File: src/rtl/sport_pkg.sv
package sport_pkg;

  // Kind of data bit currently on the link.
  typedef enum logic [1:0] {
    SLOT_IDLE = 2'd0,
    SLOT_PRIM = 2'd1,
    SLOT_SEC  = 2'd2
  } slot_e;

endpackage

File: src/rtl/sport_timebase.sv
module sport_timebase
  import sport_pkg::*;
#(
  parameter int DIV     = 4,
  parameter int WORD_W  = 16,
  parameter int PERIOD  = 64,
  parameter int SEC_OFS = 32,
  parameter int BN_W    = 5
) (
  input  logic            clk,
  input  logic            rst,
  input  logic            run_en,
  input  logic            req_pin,
  input  logic            req_sw,
  output logic            sclk,
  output logic            fs_n,
  output logic            launch,
  output logic            sample,
  output logic            prim_start,
  output logic            sec_start,
  output slot_e           slot,
  output logic [BN_W-1:0] bitn
);

  localparam int PH_W = $clog2(DIV);
  localparam int SC_W = $clog2(PERIOD);

  logic [PH_W-1:0] ph;
  logic [SC_W-1:0] sc;
  logic            sec_act;
  logic            pin_pend;
  logic            sec_pend;
  logic            prim_bits;
  logic            sec_bits;

  assign sec_pend   = pin_pend | req_sw;
  assign launch     = run_en && (ph == '0);
  assign sample     = run_en && (int'(ph) == DIV / 2);
  assign prim_start = launch && (sc == '0);
  assign sec_start  = launch && (int'(sc) == SEC_OFS) && sec_pend;

  assign prim_bits = (int'(sc) >= 1) && (int'(sc) <= WORD_W);
  assign sec_bits  = sec_act && (int'(sc) > SEC_OFS) && (int'(sc) <= SEC_OFS + WORD_W);

  always_comb begin
    slot = SLOT_IDLE;
    bitn = '0;
    if (prim_bits) begin
      slot = SLOT_PRIM;
      bitn = BN_W'(int'(sc));
    end else if (sec_bits) begin
      slot = SLOT_SEC;
      bitn = BN_W'(int'(sc) - SEC_OFS);
    end
  end

  // Hardware request latch; a new request on the clearing edge wins.
  always_ff @(posedge clk) begin
    if (rst) begin
      pin_pend <= 1'b0;
    end else if (req_pin) begin
      pin_pend <= 1'b1;
    end else if (sec_start) begin
      pin_pend <= 1'b0;
    end
  end

  // Phase and shift-clock counters, shift clock and frame sync.
  always_ff @(posedge clk) begin
    if (rst || !run_en) begin
      ph      <= '0;
      sc      <= '0;
      sclk    <= 1'b0;
      fs_n    <= 1'b1;
      sec_act <= 1'b0;
    end else begin
      ph <= (int'(ph) == DIV - 1) ? '0 : ph + PH_W'(1);
      if (int'(ph) == DIV - 1) begin
        sc <= (int'(sc) == PERIOD - 1) ? '0 : sc + SC_W'(1);
      end
      if (launch) begin
        sclk <= 1'b1;
        fs_n <= !(prim_start || sec_start);
        if (int'(sc) == SEC_OFS) begin
          sec_act <= sec_pend;
        end
      end
      if (sample) begin
        sclk <= 1'b0;
      end
    end
  end

  // frame sync only falls on a rising shift-clock edge
  a_r2_fs_on_rise: assert property (@(posedge clk) disable iff (rst)
    $fell(fs_n) |-> $rose(sclk));

  // powered down means an idle link on the next cycle
  a_r11_pd_idle: assert property (@(posedge clk) disable iff (rst)
    !run_en |=> (!sclk && fs_n));

  // shift clock stays high for a second cycle after rising
  a_r1_sclk_high: assert property (@(posedge clk) disable iff (rst || !run_en)
    $rose(sclk) |=> sclk);

endmodule

File: src/rtl/sport_shifter.sv
module sport_shifter
  import sport_pkg::*;
#(
  parameter int WORD_W = 16,
  parameter int DAT_W  = 8,
  parameter int ADDR_W = 7,
  parameter int BN_W   = 5
) (
  input  logic              clk,
  input  logic              rst,
  input  logic              run_en,
  input  logic              launch,
  input  logic              sample,
  input  logic              prim_start,
  input  slot_e             slot,
  input  logic [BN_W-1:0]   bitn,
  input  logic [WORD_W-1:0] adc_word,
  input  logic              din,
  input  logic [DAT_W-1:0]  rd_data,
  output logic              dout,
  output logic [WORD_W-1:0] dac_word,
  output logic              dac_stb,
  output logic              hdr_vld,
  output logic [ADDR_W-1:0] hdr_addr,
  output logic              sec_vld,
  output logic [WORD_W-1:0] sec_word
);

  localparam int HDR_W = WORD_W - DAT_W;
  localparam int IX_W  = $clog2(WORD_W);
  localparam int RX_W  = $clog2(DAT_W);

  logic [WORD_W-1:0] adc_hold;
  logic [WORD_W-2:0] rx;
  logic              rd_sel;
  logic [IX_W-1:0]   tx_ix;
  logic [RX_W-1:0]   rd_ix;
  logic [WORD_W-1:0] full;

  assign tx_ix = IX_W'(WORD_W - int'(bitn));
  assign rd_ix = RX_W'(WORD_W - int'(bitn));
  assign full  = {rx, din};

  always_ff @(posedge clk) begin
    if (rst) begin
      adc_hold <= '0;
      dac_word <= '0;
      sec_word <= '0;
      hdr_addr <= '0;
    end else if (run_en) begin
      if (prim_start) begin
        adc_hold <= adc_word;
      end
      if (sample && slot == SLOT_SEC && int'(bitn) == HDR_W) begin
        hdr_addr <= full[ADDR_W-1:0];
      end
      if (sample && int'(bitn) == WORD_W) begin
        if (slot == SLOT_PRIM) dac_word <= full;
        if (slot == SLOT_SEC)  sec_word <= full;
      end
    end
  end

  always_ff @(posedge clk) begin
    if (rst || !run_en) begin
      dout    <= 1'b0;
      rx      <= '0;
      rd_sel  <= 1'b0;
      dac_stb <= 1'b0;
      hdr_vld <= 1'b0;
      sec_vld <= 1'b0;
    end else begin
      dac_stb <= 1'b0;
      hdr_vld <= 1'b0;
      sec_vld <= 1'b0;
      if (launch) begin
        unique case (slot)
          SLOT_PRIM: dout <= adc_hold[tx_ix];
          SLOT_SEC:  dout <= (rd_sel && int'(bitn) > HDR_W) ? rd_data[rd_ix] : 1'b0;
          default:   dout <= 1'b0;
        endcase
      end
      if (sample && slot != SLOT_IDLE) begin
        rx <= full[WORD_W-2:0];
        if (slot == SLOT_SEC && int'(bitn) == 1)      rd_sel  <= din;
        if (slot == SLOT_SEC && int'(bitn) == HDR_W)  hdr_vld <= 1'b1;
        if (int'(bitn) == WORD_W) begin
          if (slot == SLOT_PRIM) dac_stb <= 1'b1;
          if (slot == SLOT_SEC)  sec_vld <= 1'b1;
        end
      end
    end
  end

  // the DAC strobe lasts exactly one cycle
  a_r4_dac_stb_one: assert property (@(posedge clk) disable iff (rst)
    dac_stb |=> !dac_stb);

  // a control word never completes together with a sample word
  a_r5_sec_not_prim: assert property (@(posedge clk) disable iff (rst)
    sec_vld |-> !dac_stb);

endmodule

File: src/rtl/sport_regfile.sv
module sport_regfile #(
  parameter int NREG   = 8,
  parameter int DAT_W  = 8,
  parameter int ADDR_W = 7,
  parameter logic [DAT_W-1:0] RST_VAL = '0
) (
  input  logic              clk,
  input  logic              rst,
  input  logic              hdr_vld,
  input  logic [ADDR_W-1:0] hdr_addr,
  input  logic              wr_vld,
  input  logic              wr_rw,
  input  logic [ADDR_W-1:0] wr_addr,
  input  logic [DAT_W-1:0]  wr_data,
  input  logic              sec_start,
  output logic [DAT_W-1:0]  rd_data,
  output logic              wr_stb,
  output logic              req_sw
);

  localparam int IDX_W = (NREG > 1) ? $clog2(NREG) : 1;

  logic [DAT_W-1:0] mem [NREG];

  function automatic logic hit(input logic [ADDR_W-1:0] a);
    return int'(a) < NREG;
  endfunction

  assign req_sw = mem[0][0];

  always_ff @(posedge clk) begin
    if (rst) begin
      for (int i = 0; i < NREG; i++) begin
        mem[i] <= RST_VAL;
      end
      rd_data <= '0;
      wr_stb  <= 1'b0;
    end else begin
      wr_stb <= 1'b0;
      if (hdr_vld) begin
        rd_data <= hit(hdr_addr) ? mem[hdr_addr[IDX_W-1:0]] : '0;
      end
      if (sec_start) begin
        mem[0][0] <= 1'b0;
      end
      if (wr_vld && !wr_rw && hit(wr_addr)) begin
        mem[wr_addr[IDX_W-1:0]] <= wr_data;
        wr_stb <= 1'b1;
      end
    end
  end

  // a write strobe only follows a completed control word
  a_r7_wr_after_word: assert property (@(posedge clk) disable iff (rst)
    wr_stb |-> $past(wr_vld));

endmodule

File: src/rtl/codec_sport.sv
module codec_sport
  import sport_pkg::*;
#(
  parameter int WORD_W  = 16,
  parameter int DIV     = 4,
  parameter int PERIOD  = 64,
  parameter int SEC_OFS = 32,
  parameter int NREG    = 8
) (
  input  logic              clk,
  input  logic              rst,
  input  logic              run_en,
  input  logic [WORD_W-1:0] adc_word,
  input  logic              req_pin,
  input  logic              din,
  output logic              sclk,
  output logic              fs_n,
  output logic              dout,
  output logic [WORD_W-1:0] dac_word,
  output logic              dac_stb,
  output logic              wr_stb
);

  localparam int DAT_W  = WORD_W / 2;
  localparam int ADDR_W = DAT_W - 1;
  localparam int BN_W   = $clog2(WORD_W + 1);

  logic              launch;
  logic              sample;
  logic              prim_start;
  logic              sec_start;
  slot_e             slot;
  logic [BN_W-1:0]   bitn;
  logic              req_sw;
  logic [DAT_W-1:0]  rd_data;
  logic              hdr_vld;
  logic [ADDR_W-1:0] hdr_addr;
  logic              sec_vld;
  logic [WORD_W-1:0] sec_word;

  sport_timebase #(
    .DIV(DIV), .WORD_W(WORD_W), .PERIOD(PERIOD), .SEC_OFS(SEC_OFS), .BN_W(BN_W)
  ) u_timebase (
    .clk(clk), .rst(rst), .run_en(run_en), .req_pin(req_pin), .req_sw(req_sw),
    .sclk(sclk), .fs_n(fs_n), .launch(launch), .sample(sample),
    .prim_start(prim_start), .sec_start(sec_start), .slot(slot), .bitn(bitn)
  );

  sport_shifter #(
    .WORD_W(WORD_W), .DAT_W(DAT_W), .ADDR_W(ADDR_W), .BN_W(BN_W)
  ) u_shifter (
    .clk(clk), .rst(rst), .run_en(run_en), .launch(launch), .sample(sample),
    .prim_start(prim_start), .slot(slot), .bitn(bitn), .adc_word(adc_word),
    .din(din), .rd_data(rd_data), .dout(dout), .dac_word(dac_word),
    .dac_stb(dac_stb), .hdr_vld(hdr_vld), .hdr_addr(hdr_addr),
    .sec_vld(sec_vld), .sec_word(sec_word)
  );

  sport_regfile #(
    .NREG(NREG), .DAT_W(DAT_W), .ADDR_W(ADDR_W)
  ) u_regfile (
    .clk(clk), .rst(rst), .hdr_vld(hdr_vld), .hdr_addr(hdr_addr),
    .wr_vld(sec_vld), .wr_rw(sec_word[WORD_W-1]),
    .wr_addr(sec_word[WORD_W-2:DAT_W]), .wr_data(sec_word[DAT_W-1:0]),
    .sec_start(sec_start), .rd_data(rd_data), .wr_stb(wr_stb), .req_sw(req_sw)
  );

  // sample and register strobes never coincide
  a_r5_strobes_apart: assert property (@(posedge clk) disable iff (rst)
    !(dac_stb && wr_stb));

endmodule

File: config.mk
export PLATFORM = sky130hd
export DESIGN_NAME = codec_sport
export DESIGN_NICKNAME = d
export VERILOG_FILES = /design/src/rtl/sport_pkg.sv /design/src/rtl/sport_timebase.sv /design/src/rtl/sport_shifter.sv /design/src/rtl/sport_regfile.sv /design/src/rtl/codec_sport.sv
export SDC_FILE = /design/constraint.sdc
export NUM_CORES = 1
export LEC_CHECK = 0
export BUFFER_PORTS_ARGS = -buffer_cell sky130_fd_sc_hd__buf_2
export CAP_MARGIN = 0
export CORE_MARGIN = 10
export CORE_UTILIZATION = 30
export CTS_CLUSTER_SIZE = 10
export DETAILED_ROUTE_END_ITERATION = 6
export PLACE_DENSITY_LB_ADDON = 0.3
export SETUP_SLACK_MARGIN = 0.1
export SLEW_MARGIN = 20
export SYNTH_ARGS = -nofsm -noshare
export SYNTH_HDL_FRONTEND = slang
export SYNTH_SLANG_ARGS = --single-unit
File: constraint.sdc
create_clock -name clk -period 9.8 [get_ports clk]
set_clock_uncertainty 0.15 [all_clocks]
set_input_delay 1.47 -clock clk [delete_from_list [all_inputs] [get_ports clk]]
set_output_delay 1.47 -clock clk [all_outputs]
set_load 0.03 [all_outputs]
==> qor.yml <==
outcome: "finished clean"
cap_violations: 0
ant_nets: 0
start_util_pct: 30.4
io_buffers: 41
num_vias: 4323
clk_pin_slew_ps: 70
avgSynthCellArea_um2: 12.0
synth-edff-count: 64
async_reset_ff_share_pct: 0
yosys.area.top_type_share_pct: 28.8
synthesis.nets: 602
setup_viol: 0
cts_resized: 0
fmax_mhz: 247
fp.dieW_um: 171
slew_headroom_pct: 28.7
holdPathStages: 1
antenna_cells: 0
vdd_ir_drop_max_v: 0.000132
worstRegToRegCells: 12
htreeDepth: 4
cp.arrival_ps: 4010
post_cts_buffers: 0
num_rows: 55
area_delta_synth_final_pct: 14.3
root_buffer: "clkbuf_16"
via_per_inst: 4.78
leakage_nw: 3.13
hp-start: "u_timebase.ph[0]$_SDFF_PP0_"
grt_pass1_vias: 4524
rr_endpoint: "u_shifter.dac_word[4]$_SDFFE_PP0P_"
reg2reg_slack_ps: 5990
rsz0062_at_grt: "no"
synth-seq-cells: 163
cp-end-kind: "register"
wl_per_cell_um: 17.2
reg2reg_from: "u_timebase.sc[0]$_SDFFE_PP0P_"
hold_class: "reg -> reg"
nets: 636
clock_latency_ps: 420
drt_first_pass_iters: 5
cts_tree: "built"
finalWirelength_mm: 15.5
final_util_pct: 34.8
final_common_cell: "nor2_1"
min_to: "u_timebase.ph[0]$_SDFF_PP0_"
worst_ep_required_time_ps: 9770
finalCriticalPeriod_ps: 4040
ios: 42
grt_pass1_wl_mm: 25.1
dieArea_um2: 29400
stdcell_area_um2: 7870
layout-drive-gt1-share_pct: 18.1
synth_area_um2: 6890
worstMarginPinSlew_ps: 1070
finalSetupTns_ps: 0
max-clock-path-buffers: 2
worst_hold_slack_ps: 307
slew_viol_final: 0
cts_made_buffers: 17
placed_area_um2: 7320
synth.area.top_cells: "dfxtp_1 (29%), edfxtp_1 (28%), mux2i_1 (12%), mux4_2 (6.5%), and2_1 (5.9%)"
synthCells: 572
synth.distinct_cells: 44
clock_sinks: 163
core_area_um2: 22600
drc: 0
grt.overflow.total: 0
crit_path_start_kind: "input pin"
pwr_density_cell_nw_per_um2: 178
antenna_found_initial: 0
dp_hpwl_mm: 11.1
gp_congestion: 0.837
ys.flop_type: "dfxtp_1"
final_cell_mix: "nor2_1 (107), dfxtp_1 (98), mux2i_1 (82), and2_1 (65), edfxtp_1 (64)"
track_usage_pct: 11.2
criticalPathCategory: "in -> reg"
ctsHoldBuffers: 0
drt_iter0_markers: 312
grt_max_degree: 79
yosysWarnings: 0
yosysTopAreaCell: "dfxtp_1"
layout_worst_path_cycle_share_pct: 41.2
hold_viol: 0
worstPathMaxFanout: 78
ys_seq_area_share_pct: 56.7
die_y_um: 171
[report_power, final]
part | switching [mW] | internal, mW
Combinational | 0.0256 | 0.0192
Sequential | 0.00898 | 0.722
Clock | 0.274 | 0.351
Total | 0.308 | 1.09
[logic make-up (layout without fill, tap and decap cells)]
family | after synthesis | after routing | synth area share, %
mux | 106 | 106 | 19.6
fa+ha+maj | 9 | 9 | 1.64
compound gates | 22 | 22 | 1.82
flops | 163 | 163 | 56.7
buf+inv | 35 | 82 | 2.38
xor+xnor | 6 | 6 | 0.763
simple gates | 231 | 231 | 17.2
[area by class of cell]
cell class,count,area (µm²)
clock inverter,12,108
fill,2195,14800
multi-input combinational,374,2820
tap,285,357
clock buffer,20,437
timing repair buffer,43,220
sequential,163,3910
inverter,7,26.3
[metal layers]
layer	share of wire (%)	GRT usage, %
met1	47	14.5
met3	5.3	3.03
met4	1.3	3.44
met2	47	17.7
met5	0	0
[critical path, cell delays in order]
cell,delay [ps]
buf_2,90
buf_4,360
or4b_2,710
nor4_2,260
nand2_1,210
nor3_1,540
or2_2,340
[registers in the layout, summed over array words and instances, names as in the netlist, named ones only]
name,flops
u_shifter.hdr_addr,7
u_shifter.sec_word,16
u_timebase.fs_n,1
u_shifter.adc_hold,16
u_timebase.sclk,1
u_shifter.dout,1
u_timebase.pin_pend,1
u_regfile.mem,64
u_shifter.sec_vld,1
u_timebase.sec_act,1
u_regfile.wr_stb,1
u_shifter.hdr_vld,1
u_shifter.rd_sel,1
u_shifter.rx,15
u_shifter.dac_stb,1
u_shifter.dac_word,16
u_regfile.rd_data,8
u_timebase.ph,2
u_timebase.sc,6
[worst max path at each step]
stage,from,endpoint,slack (ps),cells past startpoint
floorplan,rst,u_regfile.mem[1][0]$_SDFFCE_PN0P_,6280,5
global placement,rst,u_regfile.mem[1][4]$_SDFFCE_PN0P_,5460,7
detailed placement,rst,u_regfile.mem[1][2]$_SDFFCE_PN0P_,5300,7
CTS,rst,u_regfile.mem[1][4]$_SDFFCE_PN0P_,5750,7
global route,rst,u_regfile.mem[1][2]$_SDFFCE_PN0P_,5470,7
finish,rst,u_regfile.mem[1][4]$_SDFFCE_PN0P_,5760,7
[Yosys cell counts (2+ instances only)]
cell type / count
or3_1: 2
nor2_1: 107
mux4_2: 20
nor4_1: 2
and2_1: 65
mux2_2: 2
nand2_1: 10
edfxtp_1: 64
nand4_1: 3
nor2_2: 2
buf_2: 8
or2_2: 9
mux2i_1: 82
o21ai_0: 4
inv_1: 7
and3_1: 4
xnor2_1: 2
nor3_1: 6
xor2_1: 4
a21oi_1: 12
buf_6: 3
nand2b_1: 4
clkbuf_1: 16
nand3_1: 6
ha_1: 9
mux4_1: 2
nor2b_1: 2
dfxtp_1: 99
[per-stage QoR]
stage | power, mW | instances | worst slack, ps
floorplan | 0.773 | 572 | 6280
global placement | 0.791 | 872 | 5460
detailed placement | 0.792 | 872 | 5300
CTS | 1.41 | 904 | 5750
global route | 1.45 | 904 | 5470
finish | 1.40 | 904 | 5760
(Power assumes the default switching activity.)
